**src/rtl/rtc_alarm_pkg.sv**
```systemverilog
package rtc_alarm_pkg;

    typedef enum logic [2:0] {
        RA_SEC  = 3'd0,
        RA_MIN  = 3'd1,
        RA_HOUR = 3'd2,
        RA_DAY  = 3'd3,
        RA_MON  = 3'd4,
        RA_RATE = 3'd5,
        RA_CTRL = 3'd6,
        RA_FLAG = 3'd7
    } reg_addr_e;

    // control and flag bit positions (enable and flag share a position)
    localparam int BIT_PER  = 6;
    localparam int BIT_ALM  = 5;
    localparam int BIT_UPD  = 4;
    localparam int BIT_BIN  = 2;
    localparam int BIT_H24  = 1;
    localparam int BIT_SUM  = 7;

    localparam logic [7:0] CTRL_RESET = 8'h02;

    // flags[2] periodic, flags[1] alarm, flags[0] update
    typedef struct packed {
        logic [7:0] alm_sec;
        logic [7:0] alm_min;
        logic [7:0] alm_hour;
        logic [7:0] alm_day;
        logic [7:0] alm_mon;
        logic [3:0] rate;
        logic [7:0] ctrl;
        logic [2:0] flags;
        logic [7:0] rd_data;
    } regs_t;

    function automatic logic is_wild(input logic [7:0] v);
        return v[7:6] == 2'b11;
    endfunction

    function automatic logic in_range(input logic [7:0] v, input logic [7:0] lim_bcd,
                                      input logic [7:0] lim_bin, input logic bin);
        if (bin)
            return v <= lim_bin;
        return (v[3:0] <= 4'd9) && (v[7:4] <= 4'd9) && (v <= lim_bcd);
    endfunction

    function automatic logic hour_ok(input logic [7:0] v, input logic bin, input logic h24);
        logic [7:0] h;
        h = {1'b0, v[6:0]};
        if (h24)
            return in_range(v, 8'h23, 8'd23, bin);
        return (h != 8'd0) && in_range(h, 8'h12, 8'd12, bin);
    endfunction

endpackage

```
**src/rtl/rtc_alarm_match.sv**
```systemverilog
module rtc_alarm_match
    import rtc_alarm_pkg::*;
#(
    parameter bit HAS_DAY = 1'b1,
    parameter bit HAS_MON = 1'b1
) (
    input  logic       tick,
    input  logic       bin,
    input  logic       h24,
    input  logic [7:0] alm_sec,
    input  logic [7:0] alm_min,
    input  logic [7:0] alm_hour,
    input  logic [7:0] alm_day,
    input  logic [7:0] alm_mon,
    input  logic [7:0] cur_sec,
    input  logic [7:0] cur_min,
    input  logic [7:0] cur_hour,
    input  logic [7:0] cur_day,
    input  logic [7:0] cur_mon,
    output logic       hit
);

    logic sec_ok, min_ok, hour_match, day_ok, mon_ok;

    always_comb begin
        sec_ok = is_wild(alm_sec) ||
                 (in_range(alm_sec, 8'h59, 8'd59, bin) && alm_sec == cur_sec);
        min_ok = is_wild(alm_min) ||
                 (in_range(alm_min, 8'h59, 8'd59, bin) && alm_min == cur_min);
        hour_match = is_wild(alm_hour) ||
                 (hour_ok(alm_hour, bin, h24) && alm_hour == cur_hour);
    end

    generate
        if (HAS_DAY) begin : g_day
            logic [7:0] day6;
            always_comb begin
                day6   = {2'b00, alm_day[5:0]};
                day_ok = is_wild(alm_day) || (day6 == 8'd0) ||
                         (in_range(day6, 8'h31, 8'd31, bin) && day6 == cur_day);
            end
        end else begin : g_no_day
            assign day_ok = 1'b1;
        end
        if (HAS_MON) begin : g_mon
            always_comb
                mon_ok = is_wild(alm_mon) ||
                         (in_range(alm_mon, 8'h12, 8'd12, bin) && alm_mon == cur_mon);
        end else begin : g_no_mon
            assign mon_ok = 1'b1;
        end
    endgenerate

    assign hit = tick && sec_ok && min_ok && hour_match && day_ok && mon_ok;

endmodule

```
**src/rtl/rtc_periodic_div.sv**
```systemverilog
module rtc_periodic_div #(
    parameter int DIV_W = 15
) (
    input  logic       clk,
    input  logic       rst_n,
    input  logic       ref_tick,
    input  logic [3:0] rate,
    input  logic       restart,
    output logic       evt
);

    logic [DIV_W-1:0] cnt_d, cnt_q;
    logic [DIV_W-1:0] mask;
    logic [3:0]       eff;

    always_comb begin
        case (rate)
            4'd1:    eff = 4'd8;
            4'd2:    eff = 4'd9;
            default: eff = rate;
        endcase
        mask  = (DIV_W'(1) << (eff - 4'd1)) - DIV_W'(1);
        evt   = ref_tick && (rate != 4'd0) && ((cnt_q & mask) == mask);
        cnt_d = cnt_q;
        if (restart)
            cnt_d = '0;
        else if (ref_tick)
            cnt_d = cnt_q + DIV_W'(1);
    end

    always_ff @(posedge clk or negedge rst_n) begin
        if (!rst_n)
            cnt_q <= '0;
        else
            cnt_q <= cnt_d;
    end

endmodule

```
**src/rtl/rtc_alarm_irq.sv**
```systemverilog
module rtc_alarm_irq
    import rtc_alarm_pkg::*;
#(
    parameter bit HAS_DAY = 1'b1,
    parameter bit HAS_MON = 1'b1,
    parameter int DIV_W   = 15
) (
    input  logic       clk,
    input  logic       rst_n,
    input  logic       ref_tick,
    input  logic       upd_tick,
    input  logic [7:0] cur_sec,
    input  logic [7:0] cur_min,
    input  logic [7:0] cur_hour,
    input  logic [7:0] cur_day,
    input  logic [7:0] cur_mon,
    input  logic       wr_en,
    input  logic       rd_en,
    input  logic [2:0] addr,
    input  logic [7:0] wr_data,
    output logic [7:0] rd_data,
    output logic       irq_n
);

    regs_t q, d;

    logic       per_evt;
    logic       alarm_hit;
    logic       rate_restart;
    logic [2:0] enables;
    logic       summary;
    logic [2:0] flag_bits;
    logic [3:0] rate_bits;

    assign rate_restart = wr_en && (reg_addr_e'(addr) == RA_RATE);
    assign enables      = {q.ctrl[BIT_PER], q.ctrl[BIT_ALM], q.ctrl[BIT_UPD]};
    assign summary      = |(q.flags & enables);
    assign flag_bits    = q.flags;
    assign rate_bits    = q.rate;

    rtc_periodic_div #(.DIV_W(DIV_W)) u_div (
        .clk     (clk),
        .rst_n   (rst_n),
        .ref_tick(ref_tick),
        .rate    (q.rate),
        .restart (rate_restart),
        .evt     (per_evt)
    );

    rtc_alarm_match #(.HAS_DAY(HAS_DAY), .HAS_MON(HAS_MON)) u_match (
        .tick    (upd_tick),
        .bin     (q.ctrl[BIT_BIN]),
        .h24     (q.ctrl[BIT_H24]),
        .alm_sec (q.alm_sec),
        .alm_min (q.alm_min),
        .alm_hour(q.alm_hour),
        .alm_day (q.alm_day),
        .alm_mon (q.alm_mon),
        .cur_sec (cur_sec),
        .cur_min (cur_min),
        .cur_hour(cur_hour),
        .cur_day (cur_day),
        .cur_mon (cur_mon),
        .hit     (alarm_hit)
    );

    always_comb begin
        d = q;
        if (wr_en) begin
            case (reg_addr_e'(addr))
                RA_SEC:  d.alm_sec  = wr_data;
                RA_MIN:  d.alm_min  = wr_data;
                RA_HOUR: d.alm_hour = wr_data;
                RA_DAY:  d.alm_day  = wr_data;
                RA_MON:  d.alm_mon  = wr_data;
                RA_RATE: d.rate     = wr_data[3:0];
                RA_CTRL: d.ctrl     = wr_data;
                default: ;
            endcase
        end
        if (rd_en) begin
            case (reg_addr_e'(addr))
                RA_SEC:  d.rd_data = q.alm_sec;
                RA_MIN:  d.rd_data = q.alm_min;
                RA_HOUR: d.rd_data = q.alm_hour;
                RA_DAY:  d.rd_data = q.alm_day;
                RA_MON:  d.rd_data = q.alm_mon;
                RA_RATE: d.rd_data = {4'h0, q.rate};
                RA_CTRL: d.rd_data = q.ctrl;
                default: begin
                    d.rd_data = {summary, q.flags, 4'h0};
                    d.flags   = 3'b000;
                end
            endcase
        end
        // events win over a clearing read in the same cycle
        if (per_evt)   d.flags[2] = 1'b1;
        if (alarm_hit) d.flags[1] = 1'b1;
        if (upd_tick)  d.flags[0] = 1'b1;
    end

    always_ff @(posedge clk or negedge rst_n) begin
        if (!rst_n) begin
            q      <= '0;
            q.ctrl <= CTRL_RESET;
        end else begin
            q <= d;
        end
    end

    assign rd_data = q.rd_data;
    assign irq_n   = ~summary;

endmodule

```
**config.mk**
```make
export PLATFORM = sky130hd
export DESIGN_NAME = rtc_alarm_irq
export DESIGN_NICKNAME = d
export VERILOG_FILES = /design/src/rtl/rtc_alarm_pkg.sv /design/src/rtl/rtc_alarm_match.sv /design/src/rtl/rtc_periodic_div.sv /design/src/rtl/rtc_alarm_irq.sv
export SDC_FILE = /design/constraint.sdc
export NUM_CORES = 1
export LEC_CHECK = 0
export BUFFER_PORTS_ARGS = -buffer_cell sky130_fd_sc_hd__clkbuf_2
export CORE_UTILIZATION = 57
export DETAILED_ROUTE_END_ITERATION = 16
export PLACE_DENSITY = 0.76
export SETUP_SLACK_MARGIN = 0.5
export SLEW_MARGIN = 40
export SYNTH_ARGS = -nofsm -noshare
export SYNTH_HDL_FRONTEND = slang
export SYNTH_SLANG_ARGS = --single-unit
```
**constraint.sdc**
```tcl
create_clock -name clk -period 2.4 [get_ports clk]
set_input_delay 0.72 -clock clk [delete_from_list [all_inputs] [get_ports clk]]
set_output_delay 0.72 -clock clk [all_outputs]
set_load 0.05 [all_outputs]
```
==> impl_metrics.toml <==
[status]
status = "complete, no violations"

[sta]
fin_skew_ns = 0.00853
worst_slew_pin_slew_ns = 0.528
fin_crit_ns = 2.18
fin_hold_ws_ns = 0.347
setup-violations-final = 0
fin_ws_ns = 0.223
max_freq_ghz = 0.459
relSlewSlack_pct = 64.8
hold_viol = 0
post-route-period-util_pct = 90.7
rsz0062_at_grt = "yes"
slew_violations = 0

[final_layout]
layout_common_cells = "dfrtp_1 (70), clkbuf_2 (63), mux2_2 (53), nor2_1 (35), nand2_1 (34)"
finish.net_count = 587
antenna_cells = 0
fillerInstances = 596
regArea_sq_mm = 0.00196
stdcell_count = 634
multiInputGateArea_sq_mm = 0.00252
mostFrequentLayoutCell = "dfrtp_1"
syn_to_final_growth_pct = 15.6
drive_above_1_share_pct = 34.6

[setup_path]
r2r_slack_ns = 0.56
reg2reg_depth = 6
r2r-start = "q[13]$_DFFE_PN0P_"
end_kind = "output port"
cp_max_fo = 2
critical_path_class = "reg -> out"
cp-start-kind = "flip-flop"
r2r-end = "flag_bits[1]$_DFFE_PN0P_"
critPathArrivalTime_ns = 1.46
cp.required_ns = 1.68

[place]
port_buffers = 65
dp_cells = 609
place_hpwl_um = 8660
dp_slack_ns = 0.171
routabilityCongestion = 0.941

[yosys]
ys.flop_type = "dfrtp_1"
ys_types = 61
async_reset_ff_share_pct = 100
post-synth-top-area-cell = "dfrtp_1"
synth.avg_cell_area_sq_um = 10.1
syn_area_sq_mm = 0.00466
synth_edf_count = 0
synthDominantCellAreaShare_pct = 41.4
syn_inst = 459
ys_ff_latch = 78
synth_area_leaders = "dfrtp_1 (41%), mux2_2 (13%), xor2_1 (4.9%)"
ys_seq_area_share_pct = 41.9
yosysWarnings = 0

[global_routing]
grt_pass1_wl_um = 19300
grt_start_max_net_pins = 43
first_global_vias = 3748
antenna_found_initial = 0
grt_overflow = 0
grt_usage_pct = 29.8

[pwr]
swShare_pct = 36.5
p_int_mw = 2.62
leakagePower_nw = 2.33
p_comb_share_pct = 30.1
p_seq_share_pct = 48.4
p_clk_share_pct = 21.5
p_switching_mw = 1.51
total_power_mw = 4.12
p_per_area_mw_per_mm2 = 766
max-vdd-ir-drop_v = 0.000351

[die]
fp.dieH_um = 92.4
die_area_sq_mm = 0.00854
io_pins = 66
fp-row-count = 32
start_util_pct = 59.6
die_w_um = 92.4
core_sq_mm = 0.00781

[clock_network]
numCtsBuffers = 9
clk_pin_slew_ns = 0.07
root_buffer = "clkbuf_8"
clockBufferDepth = 2
htree_levels = 3
cts_tree = "done"
cts_num_sinks = 78
insertion_delay_ns = 0.35

[drt]
ant_nets = 0
drt-initial-drc-count = 354
drt_first_pass_iters = 5
drcViolationCount = 0
wl_um = 12100
routed_via_density = 6.23
vias = 3951
wl_per_cell_um = 19.0

[worst_hold_path]
hp-class = "in -> async"

[flow_run]
cap_viol_max_count = 0
-- how the worst max path moves through the flow --
| stage | start | end | slack, ns | cells after the start |
|---|---|---|---|---|
| floorplan | flag_bits[0]$_DFFE_PN0P_ | rd_data[7]$_DFFE_PN0P_ | -0.15 | 5 |
| global placement | cur_sec[2] | flag_bits[1]$_DFFE_PN0P_ | 0.20 | 6 |
| detailed placement | cur_min[3] | flag_bits[1]$_DFFE_PN0P_ | 0.17 | 6 |
| CTS | flag_bits[0]$_DFFE_PN0P_ | irq_n | 0.26 | 3 |
| global route | enables[0]$_DFFE_PN0P_ | irq_n | 0.18 | 3 |
| finish | flag_bits[0]$_DFFE_PN0P_ | irq_n | 0.22 | 3 |
-- critical path: stages (launching register included) --
cell	delay, ns
dfrtp_1	0.40
a222oi_1	0.35
buf_4	0.20
clkbuf_16	0.16
-- kinds of logic (layout without fill, tap and decap cells) --
logic type / Yosys count / count (layout) / synth area share, %
flops: 78 / 78 / 41.9
compound gates: 101 / 101 / 14.2
mux: 66 / 66 / 17.0
xor+xnor: 36 / 36 / 6.93
fa+ha+maj: 2 / 2 / 0.537
simple gates: 132 / 132 / 14.7
buf+inv: 43 / 115 / 4.67
other cells: 1 / 2 / 0.0805
-- cell usage after synthesis (all sizes together) (5+ instances only) --
cell type,count
a211oi,6
nand3,11
a21oi,22
dfrtp,77
buf,21
nand4,9
xnor2,10
clkbuf,11
mux2i,8
xor2,26
mux2,53
mux4,5
inv,11
nand2,34
nor3,10
nor4,5
o211ai,11
nor2,35
o21ai,29
-- sequential cells by signal, indices dropped and copies added, names as in the netlist --
name,count
rd_data,8
rate_bits,4
q,45
flag_bits,3
u_div.cnt_q,15
enables,3
-- power groups by stage --
stage	combinational, mW	clock (mW)	sequential [mW]
after floorplan	0.951	0	1.81
after global placement	1.09	0	2.00
after detailed placement	1.12	0	2.01
after CTS	1.16	0.900	1.99
after global routing	1.35	0.948	2.03
final	1.24	0.886	2.00
-- stage by stage --
| step | instance area (sq um) | util (%) | setup TNS [ns] |
|---|---|---|---|
| after global routing | 5380 | 69.0 | 0 |
| after detailed placement | 5060 | 64.9 | 0 |
| after floorplan | 4670 | - | -0.232 |
| final | 5380 | 69.0 | 0 |
| after global placement | 5060 | 64.9 | 0 |
| after CTS | 5280 | 67.6 | 0 |
-- final cells by class --
cell class              instances  area share [%]
well taps                     102            2.37
inverters                      11           0.767
clock inverters                 4           0.418
repair buffers                 89            10.3
multi-input cells             339            46.9
flip-flops and latches         78            36.4
clock buffers                  11            2.81
-- repair_timing --
action                                  4_1_cts  5_1_grt
setup buffers                                 2        8
endpoints found under the setup margin        3       21
pin swaps                                     1        3
hold buffers                                  0        0
gates resized for setup                       6       13
-- metal layers --
| layer | GRT usage [%] | vias up | wire length [um] |
|---|---|---|---|
| li1 | - | 1808 | - |
| met4 | 14.1 | 0 | 339 |
| met5 | 0 | - | 0 |
| met3 | 5.83 | 29 | 1070 |
| met1 | 41.4 | 1922 | 5110 |
| met2 | 44.9 | 192 | 5540 |
Note: power is estimated with default switching activity, not from simulation.
